**config.mk**
```make
export PLATFORM = sky130hd
export DESIGN_NAME = mem_init_seq
export DESIGN_NICKNAME = d
export VERILOG_FILES = /design/src/rtl/mem_init_pkg.sv /design/src/rtl/cyc_counter.sv /design/src/rtl/mode_word_gen.sv /design/src/rtl/mem_init_seq.sv
export SDC_FILE = /design/constraint.sdc
export NUM_CORES = 1
export LEC_CHECK = 0
export ABC_AREA = 0
export BUFFER_PORTS_ARGS = -buffer_cell sky130_fd_sc_hd__buf_4
export CAP_MARGIN = 10
export CORE_MARGIN = 3
export CORE_UTILIZATION = 30
export CTS_CLUSTER_DIAMETER = 120
export DETAILED_ROUTE_END_ITERATION = 12
export HOLD_SLACK_MARGIN = 0.06
export PLACE_DENSITY_LB_ADDON = 0.15
export SLEW_MARGIN = 10
export SYNTH_ARGS = -nofsm -noshare
export SYNTH_HDL_FRONTEND = slang
export SYNTH_SLANG_ARGS = --single-unit
```
**constraint.sdc**
```tcl
create_clock -name clk -period 2.89 [get_ports clk]
set_input_delay 0.289 -clock clk [delete_from_list [all_inputs] [get_ports clk]]
set_output_delay 0.289 -clock clk [all_outputs]
set_load 0.01 [all_outputs]
```
**src/rtl/mem_init_pkg.sv**
```systemverilog
package mem_init_pkg;

  typedef enum logic [2:0] {
    CMD_DESL = 3'd0,
    CMD_RDA  = 3'd1,
    CMD_WRA  = 3'd2,
    CMD_MRS  = 3'd3,
    CMD_REF  = 3'd4
  } mem_cmd_e;

  typedef enum logic [3:0] {
    ST_IDLE,
    ST_STABLE,
    ST_DESL,
    ST_UP,
    ST_PRE,
    ST_CMD,
    ST_GAP,
    ST_LOCK,
    ST_READY,
    ST_ERR
  } seq_st_e;

  function automatic logic cfg_legal(input logic [2:0] cas, input logic [2:0] blen);
    return (cas >= 3'd4) && (cas <= 3'd6) && ((blen == 3'd2) || (blen == 3'd4));
  endfunction

endpackage

```
**src/rtl/cyc_counter.sv**
```systemverilog
module cyc_counter #(
  parameter int unsigned MAX = 255,
  parameter int unsigned W   = $clog2(MAX + 1)
) (
  input  logic         clk,
  input  logic         rst,
  input  logic         clr,
  input  logic         inc,
  output logic [W-1:0] cnt
);
  localparam logic [W-1:0] MAX_V = W'(MAX);

  always_ff @(posedge clk) begin
    if (rst || clr)                cnt <= '0;
    else if (inc && (cnt < MAX_V)) cnt <= cnt + 1'b1;
  end
endmodule

```
**src/rtl/mode_word_gen.sv**
```systemverilog
module mode_word_gen #(
  parameter int unsigned ADDR_W = 15
) (
  input  logic [2:0]        cas,
  input  logic [2:0]        blen,
  input  logic              btype,
  input  logic              drv,
  input  logic              strobe,
  output logic [ADDR_W-1:0] ext_word,
  output logic [ADDR_W-1:0] std_word,
  output logic [2:0]        wr_lat
);
  always_comb begin
    ext_word             = '0;
    ext_word[ADDR_W-1]   = 1'b1;
    ext_word[0]          = 1'b1;
    ext_word[1]          = drv;
    ext_word[2]          = strobe;

    std_word             = '0;
    std_word[2:0]        = (blen == 3'd4) ? 3'b010 : 3'b001;
    std_word[3]          = btype;
    std_word[6:4]        = cas;

    wr_lat               = cas - 3'd1;
  end
endmodule

```
**src/rtl/mem_init_seq.sv**
```systemverilog
module mem_init_seq
  import mem_init_pkg::*;
#(
  parameter int unsigned CLK_PS     = 3000,
  parameter int unsigned STABLE_NS  = 200000,
  parameter int unsigned STABLE_CYC = (STABLE_NS * 1000 + CLK_PS - 1) / CLK_PS,
  parameter int unsigned LOCK_CYC   = 200,
  parameter int unsigned MRD_GAP    = 2,
  parameter int unsigned RFC_GAP    = 7,
  parameter int unsigned REF_N      = 2,
  parameter int unsigned ADDR_W     = 15
) (
  input  logic              clk,
  input  logic              rst,
  input  logic              pwr_good_i,
  input  logic [2:0]        cfg_cas_i,
  input  logic [2:0]        cfg_blen_i,
  input  logic              cfg_btype_i,
  input  logic              cfg_drv_i,
  input  logic              cfg_strobe_i,
  output logic [2:0]        cmd_o,
  output logic [ADDR_W-1:0] addr_o,
  output logic              pd_n_o,
  output logic              ready_o,
  output logic [2:0]        wr_lat_o,
  output logic              cfg_err_o
);
  localparam int unsigned WAIT_MAX = (STABLE_CYC > MRD_GAP) ?
                                     ((STABLE_CYC > RFC_GAP) ? STABLE_CYC : RFC_GAP) :
                                     ((MRD_GAP > RFC_GAP) ? MRD_GAP : RFC_GAP);
  localparam int unsigned WAIT_W = $clog2(WAIT_MAX + 1);
  localparam int unsigned LOCK_W = $clog2(LOCK_CYC + 1);
  localparam int unsigned STEP_N = 2 + REF_N;
  localparam int unsigned STEP_W = $clog2(STEP_N);

  localparam logic [WAIT_W-1:0] STB_LAST = WAIT_W'(STABLE_CYC - 1);
  localparam logic [WAIT_W-1:0] MRD_LAST = WAIT_W'(MRD_GAP - 1);
  localparam logic [WAIT_W-1:0] RFC_LAST = WAIT_W'(RFC_GAP - 1);
  localparam logic [LOCK_W-1:0] LCK_LAST = LOCK_W'(LOCK_CYC - 1);
  localparam logic [STEP_W-1:0] STEP_REF = STEP_W'(2);
  localparam logic [STEP_W-1:0] STEP_END = STEP_W'(STEP_N - 1);

  if (ADDR_W < 8) begin : g_addr_chk
    $error("ADDR_W must be at least 8");
  end
  if ((MRD_GAP < 1) || (RFC_GAP < 1) || (STABLE_CYC < 1) || (LOCK_CYC < 1) || (REF_N < 2)) begin : g_par_chk
    $error("gaps, waits must be nonzero and REF_N at least 2");
  end

  seq_st_e             state_q, state_d;
  logic [STEP_W-1:0]   step_q, step_d;
  logic [WAIT_W-1:0]   wait_cnt;
  logic [LOCK_W-1:0]   lock_cnt;

  logic [2:0]          cas_q, blen_q;
  logic                btype_q, drv_q, strobe_q;
  logic [ADDR_W-1:0]   ext_word, std_word;
  logic [2:0]          wl;

  logic [2:0]          cmd_d;
  logic [ADDR_W-1:0]   addr_d;

  // Wait counter: restarts on every state change
  cyc_counter #(.MAX(WAIT_MAX), .W(WAIT_W)) wait_ctr_i (
    .clk (clk),
    .rst (rst),
    .clr (state_d != state_q),
    .inc (1'b1),
    .cnt (wait_cnt)
  );

  // DLL lock counter: starts in the extended mode-set cycle
  cyc_counter #(.MAX(LOCK_CYC), .W(LOCK_W)) lock_ctr_i (
    .clk (clk),
    .rst (rst),
    .clr (state_q == ST_IDLE),
    .inc (((state_q == ST_CMD) && (step_q == '0)) || (lock_cnt != '0)),
    .cnt (lock_cnt)
  );

  mode_word_gen #(.ADDR_W(ADDR_W)) words_i (
    .cas      (cas_q),
    .blen     (blen_q),
    .btype    (btype_q),
    .drv      (drv_q),
    .strobe   (strobe_q),
    .ext_word (ext_word),
    .std_word (std_word),
    .wr_lat   (wl)
  );

  // Next-state logic
  always_comb begin
    state_d = state_q;
    step_d  = step_q;
    unique case (state_q)
      ST_IDLE:   if (pwr_good_i) state_d = ST_STABLE;
      ST_STABLE: begin
        if (!pwr_good_i)                state_d = ST_IDLE;
        else if (wait_cnt == STB_LAST)  state_d = ST_DESL;
      end
      ST_DESL:   state_d = cfg_legal(cfg_cas_i, cfg_blen_i) ? ST_UP : ST_ERR;
      ST_UP: begin
        if (wait_cnt == MRD_LAST) begin
          state_d = ST_PRE;
          step_d  = '0;
        end
      end
      ST_PRE:    state_d = ST_CMD;
      ST_CMD:    state_d = ST_GAP;
      ST_GAP: begin
        if (wait_cnt == ((step_q < STEP_REF) ? MRD_LAST : RFC_LAST)) begin
          if (step_q == STEP_END) state_d = ST_LOCK;
          else begin
            state_d = ST_PRE;
            step_d  = step_q + 1'b1;
          end
        end
      end
      ST_LOCK:   if (lock_cnt >= LCK_LAST) state_d = ST_READY;
      ST_READY:  state_d = ST_READY;
      ST_ERR:    state_d = ST_ERR;
      default:   state_d = ST_IDLE;
    endcase
  end

  // Output decode from the next state, registered below
  always_comb begin
    cmd_d  = CMD_DESL;
    addr_d = '0;
    if (state_d == ST_PRE) begin
      cmd_d = (step_d < STEP_REF) ? CMD_RDA : CMD_WRA;
    end else if (state_d == ST_CMD) begin
      cmd_d = (step_d < STEP_REF) ? CMD_MRS : CMD_REF;
      if (step_d == '0)                 addr_d = ext_word;
      else if (step_d == STEP_W'(1))    addr_d = std_word;
    end
  end

  always_ff @(posedge clk) begin
    if (rst) begin
      state_q   <= ST_IDLE;
      step_q    <= '0;
      cas_q     <= '0;
      blen_q    <= '0;
      btype_q   <= 1'b0;
      drv_q     <= 1'b0;
      strobe_q  <= 1'b0;
      cmd_o     <= CMD_DESL;
      addr_o    <= '0;
      pd_n_o    <= 1'b0;
      ready_o   <= 1'b0;
      wr_lat_o  <= '0;
      cfg_err_o <= 1'b0;
    end else begin
      state_q <= state_d;
      step_q  <= step_d;
      if (state_q == ST_DESL) begin
        cas_q    <= cfg_cas_i;
        blen_q   <= cfg_blen_i;
        btype_q  <= cfg_btype_i;
        drv_q    <= cfg_drv_i;
        strobe_q <= cfg_strobe_i;
      end
      cmd_o     <= cmd_d;
      addr_o    <= addr_d;
      pd_n_o    <= !((state_d == ST_IDLE) || (state_d == ST_STABLE) ||
                     (state_d == ST_DESL) || (state_d == ST_ERR));
      ready_o   <= (state_d == ST_READY);
      wr_lat_o  <= (state_d == ST_READY) ? wl : 3'd0;
      cfg_err_o <= (state_d == ST_ERR);
    end
  end
endmodule

```
* Word-level counts from Yosys, hierarchy flattened
Index checks and enable logic that the tools add are counted.
** Storage, ports and cells
- Flip-flop bits (word level) :: 64
- Output and inout port bits :: 24
** Operators by class
- Reductions and logical operators :: 21
- Add/sub/neg operators :: 4
- Magnitude comparators :: 7
- Equality and inequality tests :: 24
- Bitwise gates (word level) :: 3
- Mux-type cells :: 21
** Operators by type and width (count)
- $pmux 4 s10 :: 1
- $mux 4 :: 7
- $eq 4x3->1 const B :: 6
- $add 17x1->17 const B :: 1
- $eq 17x1->1 const B :: 1
- $eq 17x17->1 const B :: 1
- $eq 17x3->1 :: 1
- $lt 17x17->1 const B :: 1
- $eq 4x4->1 const B :: 4
- $mux 15 :: 1
- $eq 4x2->1 const B :: 3
- $mux 2 :: 6
- $mux 3 :: 4
- $add 8x1->8 const B :: 1
- $eq 4x1->1 const B :: 2
- $ge 8x8->1 const B :: 1
- $logic_not 4->1 :: 2
- $lt 8x8->1 const B :: 1
- $reduce_bool 8->1 :: 1
- $logic_or 1x1->1 :: 7
- $mux 7 :: 1
- $eq 3x3->1 const B :: 2
- $reduce_or 5->1 :: 1
- $logic_and 1x1->1 :: 4
- 16 further kinds :: 20

* Logic depth before layout (Yosys ltp)
Gate-level depths: netlist (run 1).
- Depth in word-level cells :: 10
- Gate-level depth with buffers :: 9
- Gate-level depth less buffers :: 8

* Hierarchy
A second synthesis (run 1) with hierarchy kept.
** Second synthesis, totals
- Cells, all modules :: 395
- Area, all modules :: 3393.3 µm²
** By module, submodules not included
- mem_init_seq :: times used 1, area each 1841.8 µm², seq. area each 780.7 µm², cells each 212
- cyc_counter at wait_ctr_i :: times used 1, area each 878.3 µm², seq. area each 340.3 µm², cells each 101
- cyc_counter at lock_ctr_i :: times used 1, area each 406.6 µm², seq. area each 160.2 µm², cells each 45
- mode_word_gen :: times used 1, area each 266.5 µm², seq. area each 0.0 µm², cells each 37

* Least setup slack after synthesis (run 1)
Ideal clock, no wire load.
- Path kind :: register -> register
- Start :: register wait_ctr_i.cnt[3]
- End :: register wait_ctr_i.cnt[16]
- Path buffers :: 1
- Cell stages (with the launch flop) :: 8
- Data required time :: 2.773 ns
- Setup time :: 0.117 ns
- Data arrival time :: 2.621 ns
- Setup slack :: 0.152 ns
- Path through :: dfxtp_1 or4_4 nor4_4 a21oi_2 nor4b_4 mux2i_1 buf_6 nor3_2
** On the way
- Word-level cells in the longest chain between the ends :: 6
- Elaborated cells between the ends (all ways) :: 12
- Classes of those cells :: add/sub: 1; order compare: 1; eq/ne: 4; mux: 5; reduce/logical: 1
** RTL lines
- start: declaration :: RTL line cyc_counter.sv:9 : output logic [W-1:0] cnt
- start signal: assignment :: RTL line cyc_counter.sv:15 : else if (inc && (cnt < MAX_V)) cnt <= cnt + 1'b1;
- $eq 17x17->1 :: RTL line mem_init_seq.sv:100 : else if (wait_cnt == STB_LAST) state_d = ST_DESL;
- $mux 4 :: RTL line mem_init_seq.sv:100
- $mux 4 :: RTL line mem_init_seq.sv:99 : if (!pwr_good_i) state_d = ST_IDLE;
- $pmux 4 s10 :: RTL line mem_init_seq.sv:96 : unique case (state_q)
- $ne 4x4->1 :: RTL line mem_init_seq.sv:67 : .clr (state_d != state_q),
- $logic_or 1x1->1 :: RTL line cyc_counter.sv:14 : if (rst || clr) cnt <= '0;
Several ways; a longest one is shown, not always the timed one.
A chain may end at the register's enable or synchronous reset.

* Worst setup path in the final report (run 1)
- Start :: register lock_ctr_i.cnt[0]
- End :: register addr_o[0]
** On the way
- Word-level cells in the longest chain between the ends :: 6
- Elaborated cells between the ends (all ways) :: 7
- Classes of those cells :: order compare: 1; eq/ne: 2; mux: 2; bitwise: 1; reduce/logical: 1
** RTL lines
- start: declaration :: RTL line cyc_counter.sv:9
- start signal: assignment :: RTL line cyc_counter.sv:15
- $ge 8x8->1 (*) :: RTL line mem_init_seq.sv:120 : ST_LOCK: if (lock_cnt >= LCK_LAST) state_d = ST_READY;
- $mux 4 (*) :: RTL line mem_init_seq.sv:120
- $pmux 4 s10 (*) :: RTL line mem_init_seq.sv:96
- $eq 4x3->1 :: RTL line mem_init_seq.sv:133 : end else if (state_d == ST_CMD) begin
- $not 1->1 (no line)
- $reduce_or 3->1 (no line) (*)
- end signal: assignment :: RTL line mem_init_seq.sv:166 : addr_o <= addr_d;
- end: declaration :: RTL line mem_init_seq.sv:22 : output logic [ADDR_W-1:0] addr_o,
Mark *: on every way between the ends. The rest lies on a longest branch, timed or not.

==> results.cfg, run 1 <==
[status]
status = finished clean

[worst_hold_path]
holdCritPathClass = input port to flop

[pwr]
irDropWorstVdd_v = 0.000206
p_leak_nw = 1.33
power_density_nw_per_um2 = 472

[cells_and_area]
diodes = 0
nets = 386
fill_cells = 1011
area_growth_pct = 19.3
seq_area_um2 = 1140
utilization = 0.374
drive_gt1_frac = 0.201
multi_input_area_um2 = 1660

[clock_network]
postCtsHoldBufs = 0
cts_tree = yes
cts_max_level = 3
postCtsSetupBuffers = 0
clk_latency_ns = 0.33
cts-root-buf = clkbuf_8
cts_resized = 0
clock_sinks = 57
clk_pin_slew_worst_paths_ns = 0.07
clockBufferDepth = 2
cts_buffers = 9

[global_routing]
grt_start_max_net_pins = 18
grt_first_pass_wirelength_um = 11500
gr-total-overflow = 0
grtUsageTotal = 0.130
antenna_found_initial = 0
grt_pass1_vias = 2296

[timing]
fmax_mhz = 366
worst_slew_pin_slew_ns = 0.599
min_period_ns = 2.74
slew_headroom = 0.596
hold_slack_ns = 0.197
finalHoldViolCount = 0
period_share = 0.946
finalClockSkew_ns = 0.00684
rsz0062_at_grt = false
setup_viol = 0
slew_viol_final = 0
tns_ns = 0

[worst_setup_path]
arrival_ns = 3.00
max_stage_delay_ns = 0.50
worst_setup_path_end_kind = flop
r2r-end = addr_o[0]
required_ns = 3.16
setup.worst_path.start = lock_ctr_i.cnt[0]
cpLargestDelayFamily = compound AO/OA/AOI/OAI gates
worst-r2r-setup-slack_ns = 0.15
crit_path_start_kind = flop
cp_num_buf_inv = 1
cp_max_fo = 9
r2r_start = lock_ctr_i.cnt[0]
crit_cells = 8
reg2regPathDepth = 8
cp-endpoint = addr_o[0]
path_class = flop to flop
worst_path_max_delay_cell = a2111oi_0
path_cells = ha_1 -> a2111oi_0 -> buf_4 -> o311ai_0 -> or2_2 -> a211oi_1 -> and3_1 -> a21boi_1

[synthesis]
synth_seq_cells = 57
syn_inst = 338
dominantRegCellSynth = dfxtp_1
synth_area_leader_cell = dfxtp_1
synth_edf_count = 0
syn-mean-instance-area_um2 = 8.70
ys_async_sr_fraction = 0
syn_area_um2 = 2940
ys_types = 58
synth_top_area_share = 0.388
ys.warnings.count = 0
seq_area_frac_synth = 0.388
synth.top_cells.by_area = dfxtp_1, xnor2_1, nand2_1, nor2_1, and3_1

[floorplanning]
die_area_um2 = 11000
die_width_um = 105
rows = 35
core_area_um2 = 9370
initial_core_util = 0.314
ioPinCount = 36
die_h_um = 105

[routing]
drtPass1Iterations = 4
vias = 2444
via_per_inst = 4.87
wl_per_cell_um = 13.7
postRouteAntennaNets = 0
drc = 0
drt_iter0_markers = 120
wl_um = 6860

[placement]
gp_congestion = 0.809
portBuffers = 28
dp_hpwl_um = 4900

[flow_run]
cap_viol_max_count = 0
-- through the flow --
stage,cells,instance area (um2),total power [mW],setup slack [ns]
3_5_place_dp,486,3300,0.909,0.179
3_3_place_gp,486,3300,0.909,0.252
4_1_cts,502,3510,1.68,0.179
6_report,502,3510,1.65,0.155
5_1_grt,502,3510,1.72,0.00577
2_1_floorplan,344,2960,0.877,0.152
-- how the worst min path moves through the flow --
stage	cells after the start	endpoint	start	slack (ns)
detailed placement	2	btype_q	btype_q	0.44
CTS	3	btype_q	cfg_btype_i	0.18
finish	3	btype_q	cfg_btype_i	0.20
global route	3	btype_q	cfg_btype_i	0.19
global placement	2	btype_q	btype_q	0.44
floorplan	1	wr_lat_o[0]	cas_q[0]	0.42
-- sequential cells by signal, summed over array words and instances, names as in the netlist, 2 cells and up --
| name | flops |
|---|---|
| wait_ctr_i.cnt | 17 |
| addr_o | 8 |
| lock_ctr_i.cnt | 8 |
| state_q | 4 |
| blen_q | 3 |
| cas_q | 3 |
| cmd_o | 3 |
| wr_lat_o | 3 |
| step_q | 2 |
-- where the power goes --
group	switching (mW)	total (mW)	internal (mW)	leakage, nW
Clock	0.342	0.764	0.423	0.0949
Combinational	0.0533	0.0923	0.0390	0.779
Sequential	0.00808	0.797	0.789	0.460
-- cells by family after synthesis --
logic type / count (synthesis) / share of synthesized area
fa+ha+maj: 6 / 0.0255
flops: 57 / 0.388
mux: 3 / 0.0102
other cells: 1 / 0.00128
buf+inv: 35 / 0.0575
compound gates: 40 / 0.0983
xor+xnor: 24 / 0.0715
simple gates: 172 / 0.347
-- tightest hold or removal path, delay by kind of cell --
family,cells,cell delay (ns)
buffers and inverters,1,0.10
AOI/OAI and AO/OA,1,0.05
and+or+nand+nor,1,0.04
-- placed cells by master (no fill, tap or decap), types with 11 or more instances in the layout --
master	count
a21oi_1	14
and3_1	16
buf_4	35
dfxtp_1	57
inv_1	11
nand2_1	32
nand3_1	13
nor2_1	30
nor3_1	19
xnor2_1	22
-- area by class of cell --
class / count / area share
inverters: 11 / 0.0118
clock inverters: 6 / 0.0189
repair buffers: 37 / 0.0864
well taps: 129 / 0.0460
clock buffers: 10 / 0.0393
multi-input cells: 252 / 0.472
flip-flops and latches: 57 / 0.325
-- synthesized netlist by cell type (all sizes together), types with 9 or more instances --
cell	count
dfxtp	57
inv	11
nor2	30
buf	9
xnor2	22
nand2	32
nand3	13
a21oi	15
nor3	29
and3	16
clkbuf	15
-- per-layer routing --
layer  vias to the layer above  part of all wire  global-route usage
li1                       1244                 -                   -
met1                      1147              0.52               0.186
met2                        44              0.43               0.184
met3                         9             0.035              0.0340
met4                         0             0.015              0.0478
met5                         -                 0                   0
Note: power is estimated with default switching activity, not from simulation.
==> run 2: changes to the inputs <==
- CORE_MARGIN: 3 -> unset
==> run 2 against run 1 <==
Net effect: cell area is 0.75% higher; sequential share of layout area is 0.24 points lower; utilization up 0.28 points; largest cell class unchanged; clock skew grew 0.0061 ns; clock power grew 12%.
==> results.cfg, run 2 (synthesis results as in run 1) <==
[status]
status = finished clean

[pwr]
power_density_nw_per_um2 = 493
p_sw_frac = 0.243
pwr-share-clk = 0.491
power.total_mw = 1.74
p_leak_nw = 1.35
p_int_mw = 1.32
irDropWorstVdd_v = 0.000245
p_seq_frac = 0.458
p_sw_mw = 0.423
p_comb_frac = 0.051

[timing]
slew_viol_final = 0
period_share = 0.920
setup_viol = 0
min_period_ns = 2.66
finalHoldViolCount = 0
finalClockSkew_ns = 0.0129
worst_slew_pin_slew_ns = 0.591
fmax_mhz = 376
tns_ns = 0
slew_headroom = 0.606

[placement]
portBuffers = 28
placedInstanceArea_um2 = 3300
placedCellCount = 488
dp_hpwl_um = 4730
gp_congestion = 0.781

[worst_setup_path]
cpMostUsedCell = buf_4
worst_path_max_delay_cell = or4_4
required_ns = 3.12
path_class = flop to flop
crit_path_start_kind = flop
path_cells = or4_4 -> nor4_4 -> nand4_1 -> o2111ai_2 -> xor2_1 -> buf_4 -> buf_4 -> nor3_1
cp_max_fo = 10
cpLargestDelayFamily = simple AND/OR/NAND/NOR gates
arrival_ns = 2.89
max_stage_delay_ns = 0.60
worst_setup_path_end_kind = flop
cp_num_buf_inv = 2

[floorplanning]
die_h_um = 101
initial_core_util = 0.314
ioPinCount = 36
rows = 35
die_width_um = 101
core_area_um2 = 9370
die_area_um2 = 10200

[cells_and_area]
mostFrequentLayoutCells = dfxtp_1, buf_4, nand2_1
nets = 388
final_area_um2 = 3530
instances_no_fill = 504
fill_cells = 974
largest_register_ffs = 17
reg_top3 = wait_ctr_i.cnt x17, addr_o x8, lock_ctr_i.cnt x8
diodes = 0
mostFrequentLayoutCell = dfxtp_1
top_register = wait_ctr_i.cnt
drive_gt1_frac = 0.208
area_growth_pct = 20.2

[clock_network]
clockBufferDepth = 2
clk_pin_slew_worst_paths_ns = 0.07
clk_latency_ns = 0.35
cts-root-buf = clkbuf_8
cts_tree = yes
clock_sinks = 57
cts_buffers = 9
cts_max_level = 3

[global_routing]
grt_pass1_vias = 2316
gr-total-overflow = 0
grt_start_max_net_pins = 18
grtUsageTotal = 0.147
antenna_found_initial = 0
grt_first_pass_wirelength_um = 11500

[flow_run]
cap_viol_max_count = 0

[routing]
drtPass1Iterations = 6
wl_um = 6840
wl_per_cell_um = 13.6
vias = 2477
via_per_inst = 4.91
drt_iter0_markers = 111
postRouteAntennaNets = 0
drc = 0

[worst_hold_path]
holdCritPathClass = input port to flop
run 2: cell count changes in the layout (fill, tap and decap cells not counted), sizes merged:
cell,delta
inv,+1
bufinv,+1
clkbuf,-1
buf,+2
clkinvlp,-1
run 2: worst reg2reg max path, cell delays in order, from the launching register on:
cell,delay [ns]
dfxtp_1,0.38
or4_4,0.60
nor4_4,0.45
nand4_1,0.24
o2111ai_2,0.21
xor2_1,0.18
buf_4,0.20
buf_4,0.22
nor3_1,0.07
run 2: per-layer routing:
layer  GRT usage  up-vias  wire [um]
li1            -     1253          -
met1       0.205     1164       3500
met2       0.208       54       2980
met3      0.0381        6        282
met4      0.0702        0         74
met5           0        -          0
run 2: final timing paths:
check / from / endpoint / slack (ns) / cells after the start
setup / recovery: wait_ctr_i.cnt[3] / wait_ctr_i.cnt[14] / 0.23 / 8
hold / removal: cfg_btype_i / btype_q / 0.19 / 3
setup reg to reg: wait_ctr_i.cnt[3] / wait_ctr_i.cnt[14] / 0.23 / 8
hold reg to reg: btype_q / btype_q / 0.45 / 2
run 2: what timing repair did:
action | CTS | global route
buffers inserted | 0 | 0
hold buffers | 0 | 0
gates resized for setup | 0 | 2
endpoints found under the setup margin | 0 | 9
run 2: stage by stage:
step                      setup WS [ns]  hold WS (ns)  utilization
after global routing            -0.0645         0.187        0.377
after global placement            0.240         0.440        0.353
final                             0.232         0.191        0.377
after detailed placement          0.230         0.444        0.353
after floorplan                   0.152         0.422            -
after CTS                         0.205         0.175        0.377
run 2: final cells by class:
type / count / area, um2 / area share
Clock inverter: 7 / 101 / 0.0287
Multi-Input combinational cell: 252 / 1660 / 0.469
Sequential cell: 57 / 1140 / 0.323
Clock buffer: 9 / 124 / 0.0351
Timing Repair Buffer: 39 / 305 / 0.0864
Inverter: 11 / 41.3 / 0.0117
Tap cell: 129 / 161 / 0.0457
run 2: power groups by stage:
| stage | Combinational [mW] | Clock (mW) | Sequential, mW |
|---|---|---|---|
| finish | 0.0881 | 0.855 | 0.797 |
| global route | 0.0982 | 0.917 | 0.798 |
| CTS | 0.0892 | 0.883 | 0.797 |
| detailed placement | 0.0889 | 0 | 0.815 |
| global placement | 0.0895 | 0 | 0.815 |
| floorplan | 0.0652 | 0 | 0.812 |
